## src/rtl/pfd_lock_pkg.sv

```systemverilog
package pfd_lock_pkg;
  typedef struct packed {
    logic up;
    logic dn;
  } pump_pair_t;
endpackage

```

## src/rtl/pfd_core.sv

```systemverilog
module pfd_core
  import pfd_lock_pkg::*;
(
  input  logic       clk,
  input  logic       rst_n,
  input  logic       run,
  input  logic       ref_tick,
  input  logic       fb_tick,
  output pump_pair_t pulse
);
  pump_pair_t state_q, state_d;

  always_comb begin
    state_d = state_q;
    if (!run) begin
      state_d = '0;
    end else if (state_q.up && state_q.dn) begin
      state_d = '0;
    end else begin
      if (ref_tick) state_d.up = 1'b1;
      if (fb_tick)  state_d.dn = 1'b1;
    end
  end

  always_ff @(posedge clk or negedge rst_n) begin
    if (!rst_n) state_q <= '0;
    else        state_q <= state_d;
  end

  assign pulse = state_q;

  // overlap of up and down lasts a single cycle
  a_r2_overlap_one_cycle: assert property (@(posedge clk) disable iff (!rst_n)
    (state_q.up && state_q.dn) |=> (!state_q.up && !state_q.dn));
endmodule

```

## src/rtl/pulse_width_mon.sv

```systemverilog
module pulse_width_mon #(
  parameter int LONG_LIMIT = 2
) (
  input  logic clk,
  input  logic rst_n,
  input  logic run,
  input  logic active,
  output logic long_now
);
  localparam int WCW = (LONG_LIMIT < 2) ? 1 : $clog2(LONG_LIMIT + 1);
  localparam logic [WCW-1:0] LIM = WCW'(LONG_LIMIT);

  logic [WCW-1:0] wcnt_q, wcnt_d;

  assign long_now = active && (wcnt_q == LIM);

  always_comb begin
    wcnt_d = wcnt_q;
    if (!run || !active)  wcnt_d = '0;
    else if (wcnt_q != LIM) wcnt_d = wcnt_q + 1'b1;
  end

  always_ff @(posedge clk or negedge rst_n) begin
    if (!rst_n) wcnt_q <= '0;
    else        wcnt_q <= wcnt_d;
  end
endmodule

```

## src/rtl/lock_counter.sv

```systemverilog
module lock_counter #(
  parameter int LOCK_PERIODS = 15
) (
  input  logic clk,
  input  logic rst_n,
  input  logic run,
  input  logic period_end,
  input  logic long_now,
  output logic locked
);
  localparam int CW = $clog2(LOCK_PERIODS + 1);
  localparam logic [CW-1:0] FULL = CW'(LOCK_PERIODS);

  logic [CW-1:0] cnt_q, cnt_d;
  logic          taint_q, taint_d;
  logic          lock_q, lock_d;

  always_comb begin
    cnt_d   = cnt_q;
    taint_d = taint_q;
    if (!run) begin
      cnt_d   = '0;
      taint_d = 1'b0;
    end else begin
      if (period_end) begin
        if (!taint_q && (cnt_q != FULL)) cnt_d = cnt_q + 1'b1;
        taint_d = 1'b0;
      end
      if (long_now) begin
        cnt_d   = '0;
        taint_d = 1'b1;
      end
    end
    lock_d = (cnt_d == FULL);
  end

  always_ff @(posedge clk or negedge rst_n) begin
    if (!rst_n) begin
      cnt_q   <= '0;
      taint_q <= 1'b0;
      lock_q  <= 1'b0;
    end else begin
      cnt_q   <= cnt_d;
      taint_q <= taint_d;
      lock_q  <= lock_d;
    end
  end

  assign locked = lock_q;

  // the flag can only rise on a period boundary
  a_r5_lock_on_tick: assert property (@(posedge clk) disable iff (!rst_n)
    $rose(lock_q) |-> $past(period_end));
  // a long pulse drops the flag on the next edge
  a_r6_long_clears: assert property (@(posedge clk) disable iff (!rst_n)
    long_now |=> !lock_q);
  // powerdown empties the count and the flag
  a_r8_pd_clears: assert property (@(posedge clk) disable iff (!rst_n)
    !run |=> (cnt_q == '0 && !lock_q));
endmodule

```

## src/rtl/pfd_lock.sv

```systemverilog
module pfd_lock
  import pfd_lock_pkg::*;
#(
  parameter int LONG_LIMIT   = 2,
  parameter int LOCK_PERIODS = 15
) (
  input  logic clk,
  input  logic rst_n,
  input  logic ref_tick,
  input  logic fb_tick,
  input  logic slope_pos,
  input  logic pump_off,
  input  logic ld_enable,
  input  logic pwr_en,
  output logic pump_up,
  output logic pump_dn,
  output logic pump_hiz,
  output logic lock_det
);
  logic [1:0] rst_sync_q;
  logic       rst_int_n;
  pump_pair_t det;
  logic       long_now;
  logic       locked;

  always_ff @(posedge clk or negedge rst_n) begin
    if (!rst_n) rst_sync_q <= 2'b00;
    else        rst_sync_q <= {rst_sync_q[0], 1'b1};
  end
  assign rst_int_n = rst_sync_q[1];

  pfd_core u_core (
    .clk      (clk),
    .rst_n    (rst_int_n),
    .run      (pwr_en),
    .ref_tick (ref_tick),
    .fb_tick  (fb_tick),
    .pulse    (det)
  );

  pulse_width_mon #(.LONG_LIMIT(LONG_LIMIT)) u_width (
    .clk      (clk),
    .rst_n    (rst_int_n),
    .run      (pwr_en),
    .active   (det.up | det.dn),
    .long_now (long_now)
  );

  lock_counter #(.LOCK_PERIODS(LOCK_PERIODS)) u_lock (
    .clk        (clk),
    .rst_n      (rst_int_n),
    .run        (pwr_en),
    .period_end (ref_tick),
    .long_now   (long_now),
    .locked     (locked)
  );

  assign pump_hiz = pump_off | ~pwr_en;
  assign pump_up  = ~pump_hiz & (slope_pos ? det.dn : det.up);
  assign pump_dn  = ~pump_hiz & (slope_pos ? det.up : det.dn);
  assign lock_det = ld_enable & locked;

  // a disabled pump emits no pulses
  a_r4_pump_off_quiet: assert property (@(posedge clk) disable iff (!rst_int_n)
    pump_off |-> (pump_hiz && !pump_up && !pump_dn));
endmodule

```

## config.mk

```make
export PLATFORM = sky130hd
export DESIGN_NAME = pfd_lock
export DESIGN_NICKNAME = d
export VERILOG_FILES = /design/src/rtl/pfd_lock_pkg.sv /design/src/rtl/pfd_core.sv /design/src/rtl/pulse_width_mon.sv /design/src/rtl/lock_counter.sv /design/src/rtl/pfd_lock.sv
export SDC_FILE = /design/constraint.sdc
export NUM_CORES = 1
export LEC_CHECK = 0
export ABC_AREA = 0
export BUFFER_PORTS_ARGS = -buffer_cell sky130_fd_sc_hd__buf_2
export CAP_MARGIN = 20
export CORE_UTILIZATION = 36
export DETAILED_ROUTE_END_ITERATION = 8
export RECOVER_POWER = 100
export SLEW_MARGIN = 10
export SYNTH_ARGS = -nofsm -noshare
export SYNTH_HDL_FRONTEND = slang
export SYNTH_SLANG_ARGS = --single-unit
```

## constraint.sdc

```tcl
create_clock -name clk -period 0.8 [get_ports clk]
set_input_delay 0.04 -clock clk [delete_from_list [all_inputs] [get_ports clk]]
set_output_delay 0.04 -clock clk [all_outputs]
set_load 0.005 [all_outputs]
```

; Word-level counts from Yosys, hierarchy flattened
; Cells that the tools add are included.
; Widths: inputs -> output; s select.
[totals]
output_inout_bits = 4
word_cells = 46
input_bits = 8
regBits = 12
[op_classes]
mux = 15
eq_ne = 7
bitwise_logic = 7
n_reduce_logical = 8
addsub = 2
[op_table]
columns = cell, n
row1 = $mux 4, 4
row2 = $ne 3x2->1 const B, 3
row3 = $mux 2, 4
row4 = $mux 1, 7
row5 = $add 4x1->4 const B, 1
row6 = $eq 4x4->1 const B, 1
row7 = $ne 4x4->1 const B, 1
row8 = $and 1x1->1, 3
row9 = $logic_and 1x1->1, 3
row10 = $logic_not 1->1, 3
row11 = $add 2x1->2 const B, 1
row12 = $eq 2x2->1 const B, 1
row13 = $ne 2x2->1 const B, 1
row14 = $not 1->1, 2
row15 = $or 1x1->1, 2
row16 = $reduce_bool 2->1, 1
row17 = $logic_or 1x1->1, 1

; Longest topological paths before layout
; Gate-level depths: netlist of run 1.
[depth]
word_depth = 7
depth_mapped = 5
depth_no_buf = 5

; Hierarchy
; Synthesis of run 1 repeated with hierarchy kept, for this count alone.
[unflattened]
hier_cells = 60
hier_area_um2 = 639.4
[by_module_without_submodules]
columns = mod, seq_area_each_um2, cells_each, area_each_um2, instances
row1 = lock_counter, 150.1, 34, 354.1, 1
row2 = pulse_width_mon, 50.0, 11, 108.9, 1
row3 = pfd_lock, 50.0, 10, 100.1, 1
row4 = pfd_core, 50.0, 5, 76.3, 1

; Worst setup path after synthesis of run 1
; No wires, ideal clock.
[synth_path]
path_kind = flip-flop to flip-flop
startpoint = reg u_lock.cnt_q[0]
endpoint = reg u_lock.lock_q, in the netlist u_lock.locked
n_path_buf = 0
t_required_ns = 0.720
setup_time_ns = 0.080
synth_period_minus_slack_ns = 1.475
setup_slack_ns = -0.675
stages_incl_launch_ff = 6
arrival_time_ns = 1.394
cell_sequence = dfrtp_1 > ha_1 > and3_4 > nand3b_4 > mux2_4 > nor3_2
[synth_between]
elab_chain_cells = 7
word_cells_on_any_way = 8
classes_between = add/sub (1) / eq/ne (2) / mux (4) / reduce/logical (1)
[synth_lines]
columns = element, line
row1 = start: declaration, lock_counter.sv:14  ; logic [CW-1:0] cnt_q, cnt_d;
row2 = start signal: assignment, lock_counter.sv:43  ; cnt_q <= cnt_d;
row3 = "parallel branches: the longest is 3 deep, another holds $add 4x1->4", n/a
row4 = $mux 4 *, lock_counter.sv:25  ; if (period_end) begin
row5 = $mux 4 *, lock_counter.sv:29  ; if (long_now) begin
row6 = $mux 4 *, lock_counter.sv:21  ; if (!run) begin
row7 = $eq 4x4->1 *, lock_counter.sv:34  ; lock_d = (cnt_d == FULL);
row8 = via u_lock.lock_d, lock_counter.sv:16  ; logic lock_q, lock_d;
row9 = end signal: assignment, lock_counter.sv:45  ; lock_q <= lock_d;
row10 = end: declaration, lock_counter.sv:16
; Mark *: on every way through the listed nets, which the timed path passes.
; A chain may end at the register's enable or synchronous reset.

; Worst setup path after layout of run 1
; Ends and elaborated chain as after synthesis.

==> summary.txt, run 1 <==
Logic synthesis
  • Most used DFF post-synth: dfrtp_1
  • Most common cell in the netlist: dfrtp_1
  • Mean area per synthesized cell: 10.9 µm²
  • Synth Area in Adders: 3.91%
  • Number of enable flip-flop cells after synthesis: 0
  • Cell area after synthesis: 641 µm²
  • Yosys warnings: 0
  • Dominant cells by area after synthesis: dfrtp_1 47%, mux2i_1 4.7%, a21oi_1 3.9%
  • Post-synthesis mux area share: 7.03%
  • Post-synthesis compound-gate area fraction: 13.1%
  • Synth Area in XOR/XNOR: 1.37%
  • Most frequent cells after synthesis: 12 x dfrtp_1, 5 x a21oi_1, 5 x nor2_1, 4 x nand2_1
  • Post-Syn Nets: 69
  • Distinct cell type count of the synthesized netlist: 27
  • Gate count of the mapped netlist: 59
  • Largest area contributor in the netlist: dfrtp_1
  • Async set-reset flop share out of synthesis: 100%
  • Top cell type's share of synthesized area: 46.9%
  • Largest family of logic cells by synthesized area: simple AND/OR/NAND/NOR gates
  • Register area share after synthesis: 46.9%
  • Synth Area in Simple Gates: 26.0%
  • #FFs+latches synth: 12

GRT
  • Global-route wire length before repair: 2160 µm
  • Largest net degree at the start of global routing: 11
  • All-Layer GR Usage: 16.1%
  • Overflow after GRT: 0
  • Initial antenna violation count: 0
  • Vias in the first global route: 513

Route
  • Via density per instance: 5.26
  • Pre-antenna DRT Iters: 6
  • Antenna-violating nets left: 0
  • Drt wl/cell: 12.6 µm
  • DRC Markers: 0
  • Final WL: 1350 µm
  • DRT iter0 DRCs: 19
  • Via count: 563

Placed design
  • I/O Buffers: 11
  • Placed instance area: 835 µm²
  • Dpl hpwl: 952 µm
  • Final Wtd Congestion: 0.760
  • Placed Instances: 98

Power
  • Pleak: 0.480 nW
  • Peak supply drop: 1190 µV
  • Final total power: 0.00145 W
  • Power Dens Cells: 1530 mW/mm²

Timing
  • Worst Hold Slack: 0.0117 ns
  • Slew Limit Fails: 0
  • RSZ-0062 raised after global routing: true
  • Fmax: 0.736 GHz
  • Final worst-path cycle share: 170%
  • Max Clock Skew: 0.00227 ns
  • Setup violators final: 13
  • Final Hold Fails: 0
  • Crit path time final: 1.36 ns
  • Setup ws final: -0.558 ns

Outcome
  • Status: finished with violations
  • Failing checks: setup timing

Critical path
  • CP Launch Type: flip-flop
  • Crit path kind: flip-flop to flip-flop
  • R2R depth: 5
  • Worst EP arrival: 1.56 ns
  • Kind of end point of the critical path: flip-flop
  • CP max FO: 4
  • R2R Setup Slk: -0.56 ns
  • Worst reg2reg path endpoint: u_lock.locked
  • Reg-to-reg startpoint: u_lock.cnt_q[0]
  • Worst EP required: 1.00 ns

Worst hold path
  • Worst min-delay path startpoint: fb_tick
  • Hold Crit Endpoint: u_core.pulse[0]
  • Hold Path Depth: 2
  • Worst min path class: primary input to flip-flop

CTS
  • CTS Sinks: 12
  • Htree depth: 1
  • Skew-Pair Late Insertion Delay: 0.27 ns
  • CTS root buf: clkbuf_4
  • Worst-path clk slew: 0.08 ns
  • CTS tree: built
  • Max clock buf depth: 2
  • TritonCTS buffer count: 3

Flow run
  • Max Cap Violations: 0

Cells and area
  • Layout cells sized above 1: 50.5%
  • Synthesis-to-finish area growth: 47.9%
  • Non-Filler Instances: 107
  • # diodes: 0
  • Fin area: 947 µm²
  • Final design utilization: 60.1%
  • Layout Nets: 102

Floorplan
  • Core Area: 0.00158 mm²
  • Die Wd: 44.2 µm
  • Die area: 0.00195 mm²
  • Die Ht: 44.2 µm
  • # IOs: 12
  • Row count: 14
  • Initial Util: 40.6%
==> stage by stage <==
| stage | setup WS, ns | setup TNS (ns) |
|---|---|---|
| final | -0.558 | -4.36 |
| after CTS | -0.552 | -4.06 |
| after global routing | -0.597 | -4.94 |
| after floorplan | -0.565 | -2.15 |
| after detailed placement | -0.535 | -3.05 |
| after global placement | -0.515 | -2.93 |
==> kinds of logic after synthesis <==
| group | count (synthesis) |
|---|---|
| adder cells (fa/ha/maj) | 2 |
| other | 1 |
| flip-flops | 12 |
| buffers and inverters | 2 |
| AND/OR/NAND/NOR | 24 |
| XOR/XNOR | 1 |
| AO/OA/AOI/OAI | 13 |
| multiplexers | 4 |
==> flip-flops by register name, summed over array words and instances, names as in the netlist <==
register,count
u_lock.cnt_q,4
rst_sync_q,2
u_core.pulse,2
u_width.wcnt_q,2
u_lock.locked,1
u_lock.taint_q,1
==> how the worst max path moves through the flow <==
stage | startpoint | end | slack (ns) | cells past startpoint
2_1_floorplan | u_lock.cnt_q[0] | u_lock.locked | -0.56 | 5
3_3_place_gp | u_lock.cnt_q[1] | u_lock.locked | -0.52 | 5
3_5_place_dp | u_lock.cnt_q[1] | u_lock.locked | -0.54 | 5
4_1_cts | u_lock.cnt_q[1] | u_lock.locked | -0.55 | 5
5_1_grt | u_lock.cnt_q[0] | u_lock.locked | -0.60 | 5
6_report | u_lock.cnt_q[0] | u_lock.locked | -0.56 | 5
==> area by class of cell <==
| class | instances | area, µm² |
|---|---|---|
| inverter | 2 | 7.51 |
| clock buffer | 4 | 36.3 |
| tap | 16 | 20.0 |
| multi-input combinational | 45 | 377 |
| fill | 133 | 629 |
| timing repair buffer | 28 | 206 |
| sequential | 12 | 300 |
==> repair_timing <==
action,4_1_cts,5_1_grt
hold buffers,1,0
endpoints found under the hold margin,2,0
setup buffers,4,1
pin swaps,5,3
resized for setup,9,2
endpoints found under the setup margin,13,13
==> power by group <==
group / internal [W] / switching, W / leakage, nW
clock: 0.000277 / 0.000210 / 0.0210
sequential: 0.000636 / 0.0000336 / 0.158
combinational: 0.000174 / 0.000123 / 0.301
==> critical path: stages (launching register included) <==
cell and delay [ns]:
dfrtp_1 0.41, ha_4 0.18, and3_4 0.19, nand3b_4 0.15, mux2_4 0.27, nor3_2 0.09
==> cells in the final DEF (no fill, tap or decap), types with 2 or more instances in the layout <==
cell type / n
buf_2: 10
ha_4: 2
a21oi_1: 5
o21ai_2: 3
nor2_1: 4
nor3_1: 2
dfrtp_1: 12
clkbuf_4: 3
nand2_1: 4
buf_4: 10
and2_1: 2
nand2b_1: 2
mux2i_1: 3
buf_6: 6
and4b_2: 2
==> per-layer routing <==
layer	part of all wire [%]	global-route usage, %	vias to the layer above
met5	0	0	-
met4	0.82	10.9	0
met3	3.1	3.67	2
met2	47	23.8	13
met1	49	20.8	267
li1	-	-	281
Note: power is estimated with default switching activity, not from simulation.
==> run 2: changes to the inputs <==
--- a/config.mk
+++ b/config.mk
@@ -6,10 +6,10 @@
 export NUM_CORES = 1
 export LEC_CHECK = 0
 export ABC_AREA = 0
-export BUFFER_PORTS_ARGS = -buffer_cell sky130_fd_sc_hd__buf_2
 export CAP_MARGIN = 20
 export CORE_UTILIZATION = 36
 export DETAILED_ROUTE_END_ITERATION = 8
+export DONT_BUFFER_PORTS = 1
 export RECOVER_POWER = 100
 export SLEW_MARGIN = 10
 export SYNTH_ARGS = -nofsm -noshare
==> run 2 against run 1 <==
  * The flow still finishes with violations (setup timing)
  * First-iteration DRC count is 5.3% lower
  * Cell area increased by 4.2%
  * Clock skew is 0.0030 ns higher
  * Worst setup slack improved by 0.011 ns
  * Hold slack improved by 0.025 ns
  * Final cell count decreased by 4.7%
  * Utilization is 2.5 points higher
  * Global-route usage up 1.7 points
  * Flip-flop and latch count stayed put
  * Combinational power grew 5%
  * Sequential share of layout area is 1.2 points lower
  * Count of clock-buffer cells in the layout unchanged
==> summary.txt, run 2 (synthesis results as in run 1) <==
Outcome
  • Status: finished with violations (unchanged)
  • Failing checks: setup timing (unchanged)

Route
  • Final WL: 1390 µm (was 1350 µm)
  • DRC Markers: 0 (unchanged)
  • Antenna-violating nets left: 0 (unchanged)
  • Drt wl/cell: 13.6 µm (was 12.6 µm)
  • Via count: 549 (was 563)
  • Pre-antenna DRT Iters: 6 (unchanged)
  • DRT iter0 DRCs: 18 (was 19)
  • Via density per instance: 5.38 (was 5.26)

Critical path
  • Worst EP arrival: 1.55 ns (was 1.56 ns)
  • Kind of end point of the critical path: flip-flop (unchanged)
  • R2R Setup Slk: -0.55 ns (was -0.56 ns)
  • CP top delay family: simple AND/OR/NAND/NOR gates (unchanged)
  • Buffers and inverters on the worst path: 0 (unchanged)
  • CP max FO: 4 (unchanged)
  • Max incr delay on CP: 0.41 ns (about the same)
  • Worst reg2reg path endpoint: u_lock.locked (unchanged)
  • Reg-to-reg startpoint: u_lock.cnt_q[1] (was u_lock.cnt_q[0])
  • CP max stage cell: dfrtp_1 (unchanged)
  • R2R depth: 5 (unchanged)
  • Crit path kind: flip-flop to flip-flop (unchanged)
  • Setup crit start: u_lock.cnt_q[1] (was u_lock.cnt_q[0])
  • Worst EP required: 1.00 ns (about the same)
  • Critical path capture point: u_lock.locked (unchanged)
  • Critical path, cell by cell: ha_4 > and3_4 > nand3b_4 > mux2_4 > nor3_2 (unchanged)
  • Critical path depth in cells: 5 (unchanged)
  • CP Launch Type: flip-flop (unchanged)

Power
  • Peak supply drop: 1150 µV (was 1190 µV)
  • Internal Power: 0.00110 W (was 0.00109 W)
  • Combinational Power Share: 21.3% (was 20.4%)
  • Pleak: 0.468 nW (was 0.480 nW)
  • Sw Ratio: 24.5% (was 25.2%)
  • Switching power: 0.000357 W (was 0.000366 W)
  • Final total power: 0.00146 W (was 0.00145 W)
  • Clock share of power: 32.3% (was 33.5%)
  • Power Dens Cells: 1480 mW/mm² (was 1530 mW/mm²)
  • Sequential power share: 46.3% (was 46.1%)

Cells and area
  • Layout cells sized above 1: 50.0% (was 50.5%)
  • Layout Nets: 97 (was 102)
  • Non-Filler Instances: 102 (was 107)
  • Most frequent cells in the layout: 11 x dfrtp_1, 10 x buf_4, 8 x buf_6 (was 12 x dfrtp_1, 10 x buf_2, 10 x buf_4)
  • Commonest non-fill, non-tap cell in the layout: dfrtp_1 (unchanged)
  • Multi-input gate area in the final layout: 407 µm² (was 377 µm²)
  • Register bank with the most flops: u_lock.cnt_q (unchanged)
  • Max reg flops: 4 (unchanged)
  • Reg area: 302 µm² (was 300 µm²)
  • Synthesis-to-finish area growth: 54.1% (was 47.9%)
  • FILL cells: 126 (was 133)
  • # diodes: 0 (unchanged)

CTS
  • Worst-path clk slew: 0.07 ns (was 0.08 ns)
  • TritonCTS buffer count: 3 (unchanged)
  • CTS root buf: clkbuf_4 (unchanged)
  • CTS Sinks: 12 (unchanged)
  • Skew-Pair Late Insertion Delay: 0.27 ns (about the same)
  • Htree depth: 1 (unchanged)
  • Max clock buf depth: 2 (unchanged)
  • CTS tree: built (unchanged)

Placed design
  • Final Wtd Congestion: 0.899 (was 0.760)
  • Placed Instances: 86 (was 98)
  • Dpl hpwl: 912 µm (was 952 µm)
  • I/O Buffers: 0 (was 11)

GRT
  • Global-route wire length before repair: 2430 µm (was 2160 µm)
  • Largest net degree at the start of global routing: 11 (unchanged)
  • All-Layer GR Usage: 17.8% (was 16.1%)
  • Vias in the first global route: 543 (was 513)
  • Overflow after GRT: 0 (unchanged)
  • Initial antenna violation count: 0 (unchanged)

Floorplan
  • Initial Util: 40.6% (unchanged)
  • Die Ht: 44.2 µm (unchanged)
  • Core Area: 0.00158 mm² (unchanged)
  • Die area: 0.00195 mm² (unchanged)
  • # IOs: 12 (unchanged)
  • Die Wd: 44.2 µm (unchanged)
  • Row count: 14 (unchanged)

Timing
  • Final Hold Fails: 0 (unchanged)
  • Slew Limit Fails: 0 (unchanged)
  • Max Clock Skew: 0.00529 ns (was 0.00227 ns)
  • Final worst-path cycle share: 168% (was 170%)
  • Setup ws final: -0.547 ns (was -0.558 ns)
  • RSZ-0062 raised after global routing: true (unchanged)
  • Setup violators final: 13 (unchanged)
  • Fmax: 0.742 GHz (was 0.736 GHz)
  • Crit path time final: 1.35 ns (was 1.36 ns)

Worst hold path
  • Worst min path class: primary input to flip-flop (unchanged)

Flow run
  • Max Cap Violations: 0 (unchanged)
[run 2: cell count changes in the layout (fill, tap and decap cells not counted), moves of 2 or more]
| cell | previous run | this run |
|---|---|---|
| buf_2 | 10 | 0 |
| dlygate4sd3_1 | 1 | 5 |
| buf_6 | 6 | 8 |
| o21ai_2 | 3 | 1 |
[run 2: repair_timing]
item                                   4_1_cts  5_1_grt
setup endpoints to repair                   13       13
hold buffers                                 5        0
setup buffers                                5        2
endpoints found under the hold margin        7        0
gates resized for setup                     13        6
pin swaps                                    8        6
gates cloned                                 0        0
[run 2: worst register-to-register path, delay by kind of cell (launching register included)]
kind | cells | cell delay [ns]
adders and majority gates | 1 | 0.18
DFF | 1 | 0.41
and+or+nand+nor | 3 | 0.43
muxes | 1 | 0.27
[run 2: how the worst min path moves through the flow]
stage            from       endpoint  slack (ns)  cells past startpoint
3_5_place_dp    rst_n  rst_sync_q[0]       -0.26                      0
2_1_floorplan   rst_n  rst_sync_q[0]       -0.26                      0
4_1_cts        pwr_en  u_lock.locked        0.03                      2
6_report       pwr_en  u_lock.locked        0.04                      2
5_1_grt        pwr_en  u_lock.locked        0.04                      2
3_3_place_gp    rst_n  rst_sync_q[0]       -0.26                      0
[run 2: power groups by stage]
stage | Sequential [W] | Clock (W) | Combinational (W)
floorplan | 0.000688 | 0 | 0.000124
global placement | 0.000681 | 0 | 0.000200
detailed placement | 0.000683 | 0 | 0.000202
CTS | 0.000672 | 0.000492 | 0.000288
global route | 0.000682 | 0.000519 | 0.000339
finish | 0.000675 | 0.000471 | 0.000311
[run 2: metrics by stage]
stage / setup WS, ns / hold slack (ns) / area (µm²) / utilization [%] / setup TNS [ns]
global placement: -0.514 / -0.256 / 772 / 49.0 / -2.81
finish: -0.547 / 0.0372 / 987 / 62.6 / -4.31
CTS: -0.556 / 0.0265 / 946 / 60.0 / -3.90
global route: -0.591 / 0.0417 / 987 / 62.6 / -4.91
detailed placement: -0.542 / -0.256 / 772 / 49.0 / -2.95
floorplan: -0.565 / -0.256 / 669 / - / -2.15
[run 2: metal layers]
layer	global-route usage, %	vias up	share of wire (%)
met5	0	-	0
met1	21.5	267	42
met3	6.12	2	5.1
met2	29.7	16	52
met4	5.45	0	0.79
li1	-	264	-
[run 2: cell type report]
| cell class | count | share of cell area [%] |
|---|---|---|
| Inverter | 2 | 0.760 |
| Clock buffer | 4 | 3.68 |
| Multi-Input combinational cell | 45 | 41.2 |
| Tap cell | 16 | 2.03 |
| Sequential cell | 12 | 30.5 |
| Timing Repair Buffer | 23 | 21.8 |
==> run 3: changes to the inputs <==
==> constraint.sdc (replaced) <==
create_clock -name clk -period 1.71 [get_ports clk]
set_input_delay 0.0855 -clock clk [delete_from_list [all_inputs] [get_ports clk]]
set_output_delay 0.0855 -clock clk [all_outputs]
set_load 0.005 [all_outputs]
==> run 3 against run 2 <==
  * The run now ends clean
  * Utilization shrank 16 points
  * Final cell count shrank 19%
  * Non-clock buffer count shrank 19
  * Critical path depth is the same
  * Power shrank 58%
  * Clock skew shrank 0.00088 ns
  * Clock power shrank 52%
  * Worst setup slack gained 0.68 ns
  * Sequential power shrank 53%
  * Global-route usage shrank 4.2 points
  * Critical path type unchanged
  * Largest cell class unchanged
==> summary.txt, run 3 (synthesis results as in run 1) <==
Outcome
  • Status: finished clean (was finished with violations)

Cells and area
  • Most frequent cells in the layout: 12 x dfrtp_1, 5 x a21oi_1, 5 x nor2_1 (was 11 x dfrtp_1, 10 x buf_4, 8 x buf_6)
  • Synthesis-to-finish area growth: 15.0% (was 54.1%)
  • Register bank with the most flops: u_lock.cnt_q (unchanged)
  • Commonest non-fill, non-tap cell in the layout: dfrtp_1 (unchanged)
  • Max reg flops: 4 (unchanged)
  • Final design utilization: 46.7% (was 62.6%)
  • Fin area: 737 µm² (was 987 µm²)
  • Layout Nets: 78 (was 97)
  • Layout cells sized above 1: 17.9% (was 50.0%)
  • # diodes: 0 (unchanged)

CTS
  • Worst-path clk slew: 0.08 ns (was 0.07 ns)
  • CTS tree: built (unchanged)
  • Htree depth: 1 (unchanged)
  • CTS root buf: clkbuf_4 (unchanged)
  • CTS resizes: 0 (was 13)
  • CTS Sinks: 12 (unchanged)
  • Max clock buf depth: 2 (unchanged)
  • TritonCTS buffer count: 3 (unchanged)
  • # Post-CTS Setup Buffers: 0 (was 5)
  • Skew-Pair Late Insertion Delay: 0.27 ns (about the same)

Power
  • Sw Ratio: 24.0% (was 24.5%)
  • Sequential power share: 51.8% (was 46.3%)
  • Final total power: 0.000611 W (was 0.00146 W)
  • Internal Power: 0.000464 W (was 0.00110 W)
  • Peak supply drop: 488 µV (was 1150 µV)
  • Clock share of power: 37.1% (was 32.3%)
  • Combinational Power Share: 11.1% (was 21.3%)
  • Power Dens Cells: 828 mW/mm² (was 1480 mW/mm²)
  • Pleak: 0.356 nW (was 0.468 nW)
  • Switching power: 0.000147 W (was 0.000357 W)

Critical path
  • Worst EP arrival: 1.77 ns (was 1.55 ns)
  • Setup crit start: u_lock.cnt_q[0] (was u_lock.cnt_q[1])
  • Critical path depth in cells: 5 (unchanged)
  • CP max stage cell: dfrtp_1 (unchanged)
  • Crit path kind: flip-flop to flip-flop (unchanged)
  • CP top delay family: simple AND/OR/NAND/NOR gates (unchanged)
  • R2R depth: 5 (unchanged)
  • Max incr delay on CP: 0.44 ns (was 0.41 ns)
  • R2R Setup Slk: 0.14 ns (was -0.55 ns)
  • Buffers and inverters on the worst path: 0 (unchanged)
  • CP max FO: 6 (was 4)
  • Worst reg2reg path endpoint: u_lock.locked (unchanged)
  • Critical path, cell by cell: ha_1 > and3_4 > nand3b_4 > mux2_4 > nor3_2 (was ha_4 > and3_4 > nand3b_4 > mux2_4 > nor3_2)
  • Worst EP required: 1.91 ns (was 1.00 ns)
  • CP Launch Type: flip-flop (unchanged)
  • Critical path capture point: u_lock.locked (unchanged)
  • Kind of end point of the critical path: flip-flop (unchanged)
  • Reg-to-reg startpoint: u_lock.cnt_q[0] (was u_lock.cnt_q[1])

GRT
  • Largest net degree at the start of global routing: 11 (unchanged)
  • Initial antenna violation count: 0 (unchanged)
  • Global-route wire length before repair: 1770 µm (was 2430 µm)
  • Overflow after GRT: 0 (unchanged)
  • Vias in the first global route: 418 (was 543)
  • All-Layer GR Usage: 13.5% (was 17.8%)

Timing
  • Final worst-path cycle share: 91.9% (was 168%)
  • RSZ-0062 raised after global routing: false (was true)
  • Slew Limit Fails: 0 (unchanged)
  • Setup TNS: 0 ns (was -4.31 ns)
  • Final Hold Fails: 0 (unchanged)
  • Fmax: 0.636 GHz (was 0.742 GHz)
  • Setup violators final: 0 (was 13)
  • Crit path time final: 1.57 ns (was 1.35 ns)
  • Max Clock Skew: 0.00441 ns (was 0.00529 ns)
  • Worst Hold Slack: 0.0368 ns (was 0.0372 ns)

Placed design
  • Placed instance area: 661 µm² (was 772 µm²)
  • I/O Buffers: 0 (unchanged)
  • Final Wtd Congestion: 0.778 (was 0.899)
  • Dpl hpwl: 741 µm (was 912 µm)

Route
  • Via count: 443 (was 549)
  • Antenna-violating nets left: 0 (unchanged)
  • Pre-antenna DRT Iters: 4 (was 6)
  • Final WL: 1040 µm (was 1390 µm)
  • DRC Markers: 0 (unchanged)
  • DRT iter0 DRCs: 2 (was 18)
  • Via density per instance: 5.34 (was 5.38)
  • Drt wl/cell: 12.5 µm (was 13.6 µm)

Floorplan
  • Die Ht: 44.2 µm (unchanged)
  • Core Area: 0.00158 mm² (unchanged)
  • Die Wd: 44.2 µm (unchanged)
  • Initial Util: 40.6% (unchanged)
  • Die area: 0.00195 mm² (unchanged)
  • Row count: 14 (unchanged)
  • # IOs: 12 (unchanged)

Flow run
  • Max Cap Violations: 0 (unchanged)

Worst hold path
  • Worst min path class: primary input to asynchronous set/reset pin (was primary input to flip-flop)
run 3: cell count changes in the layout (fill, tap and decap cells not counted), moves of 2 or more:
cell and delta:
and2_0 +2, buf_4 -10, buf_6 -8, ha_1 +2, ha_4 -2
run 3: power by group through the flow:
stage	logic (W)	registers [W]	clock network, W
final	0.0000681	0.000316	0.000226
after global routing	0.0000765	0.000320	0.000253
after CTS	0.0000689	0.000317	0.000239
after detailed placement	0.0000589	0.000323	0
after global placement	0.0000582	0.000322	0
after floorplan	0.0000519	0.000318	0
run 3: area by class of cell:
cell class / count / area, µm²
fillers: 157 / 840
repair buffers: 4 / 40.0
well taps: 16 / 20.0
flip-flops and latches: 12 / 300
clock buffers: 4 / 36.3
inverters: 2 / 7.51
multi-input cells: 45 / 333
run 3: worst min-delay path by stage:
stage / from / to / slack, ns / cells past startpoint
2_1_floorplan: rst_n / rst_sync_q[0] / -0.21 / 0
3_5_place_dp: rst_n / rst_sync_q[0] / -0.21 / 0
4_1_cts: rst_n / rst_sync_q[1] / 0.02 / 1
5_1_grt: rst_n / rst_sync_q[1] / 0.03 / 1
3_3_place_gp: rst_n / rst_sync_q[0] / -0.21 / 0
6_report: rst_n / rst_sync_q[1] / 0.04 / 1
run 3: what timing repair did:
| action | 4_1_cts | 5_1_grt |
|---|---|---|
| hold endpoints to repair | 6 | 0 |
| hold buffers | 4 | 0 |
| endpoints found under the setup margin | 0 | 0 |
run 3: layer usage:
| metal | share of wire (%) | wire, µm | GRT usage [%] | vias to the layer above |
|---|---|---|---|---|
| met5 | 0 | 0 | 0 | - |
| met4 | 1.3 | 14 | 10.3 | 0 |
| met3 | 6.5 | 68 | 7.35 | 2 |
| met2 | 45 | 469 | 18.8 | 12 |
| met1 | 47 | 488 | 15.4 | 205 |
| li1 | - | - | - | 224 |
run 3: metrics by stage:
step / cells / setup slack [ns]
floorplan: 59 / 0.235
CTS: 83 / 0.128
detailed placement: 75 / 0.142
global placement: 75 / 0.180
global route: 83 / 0.0408
finish: 83 / 0.138
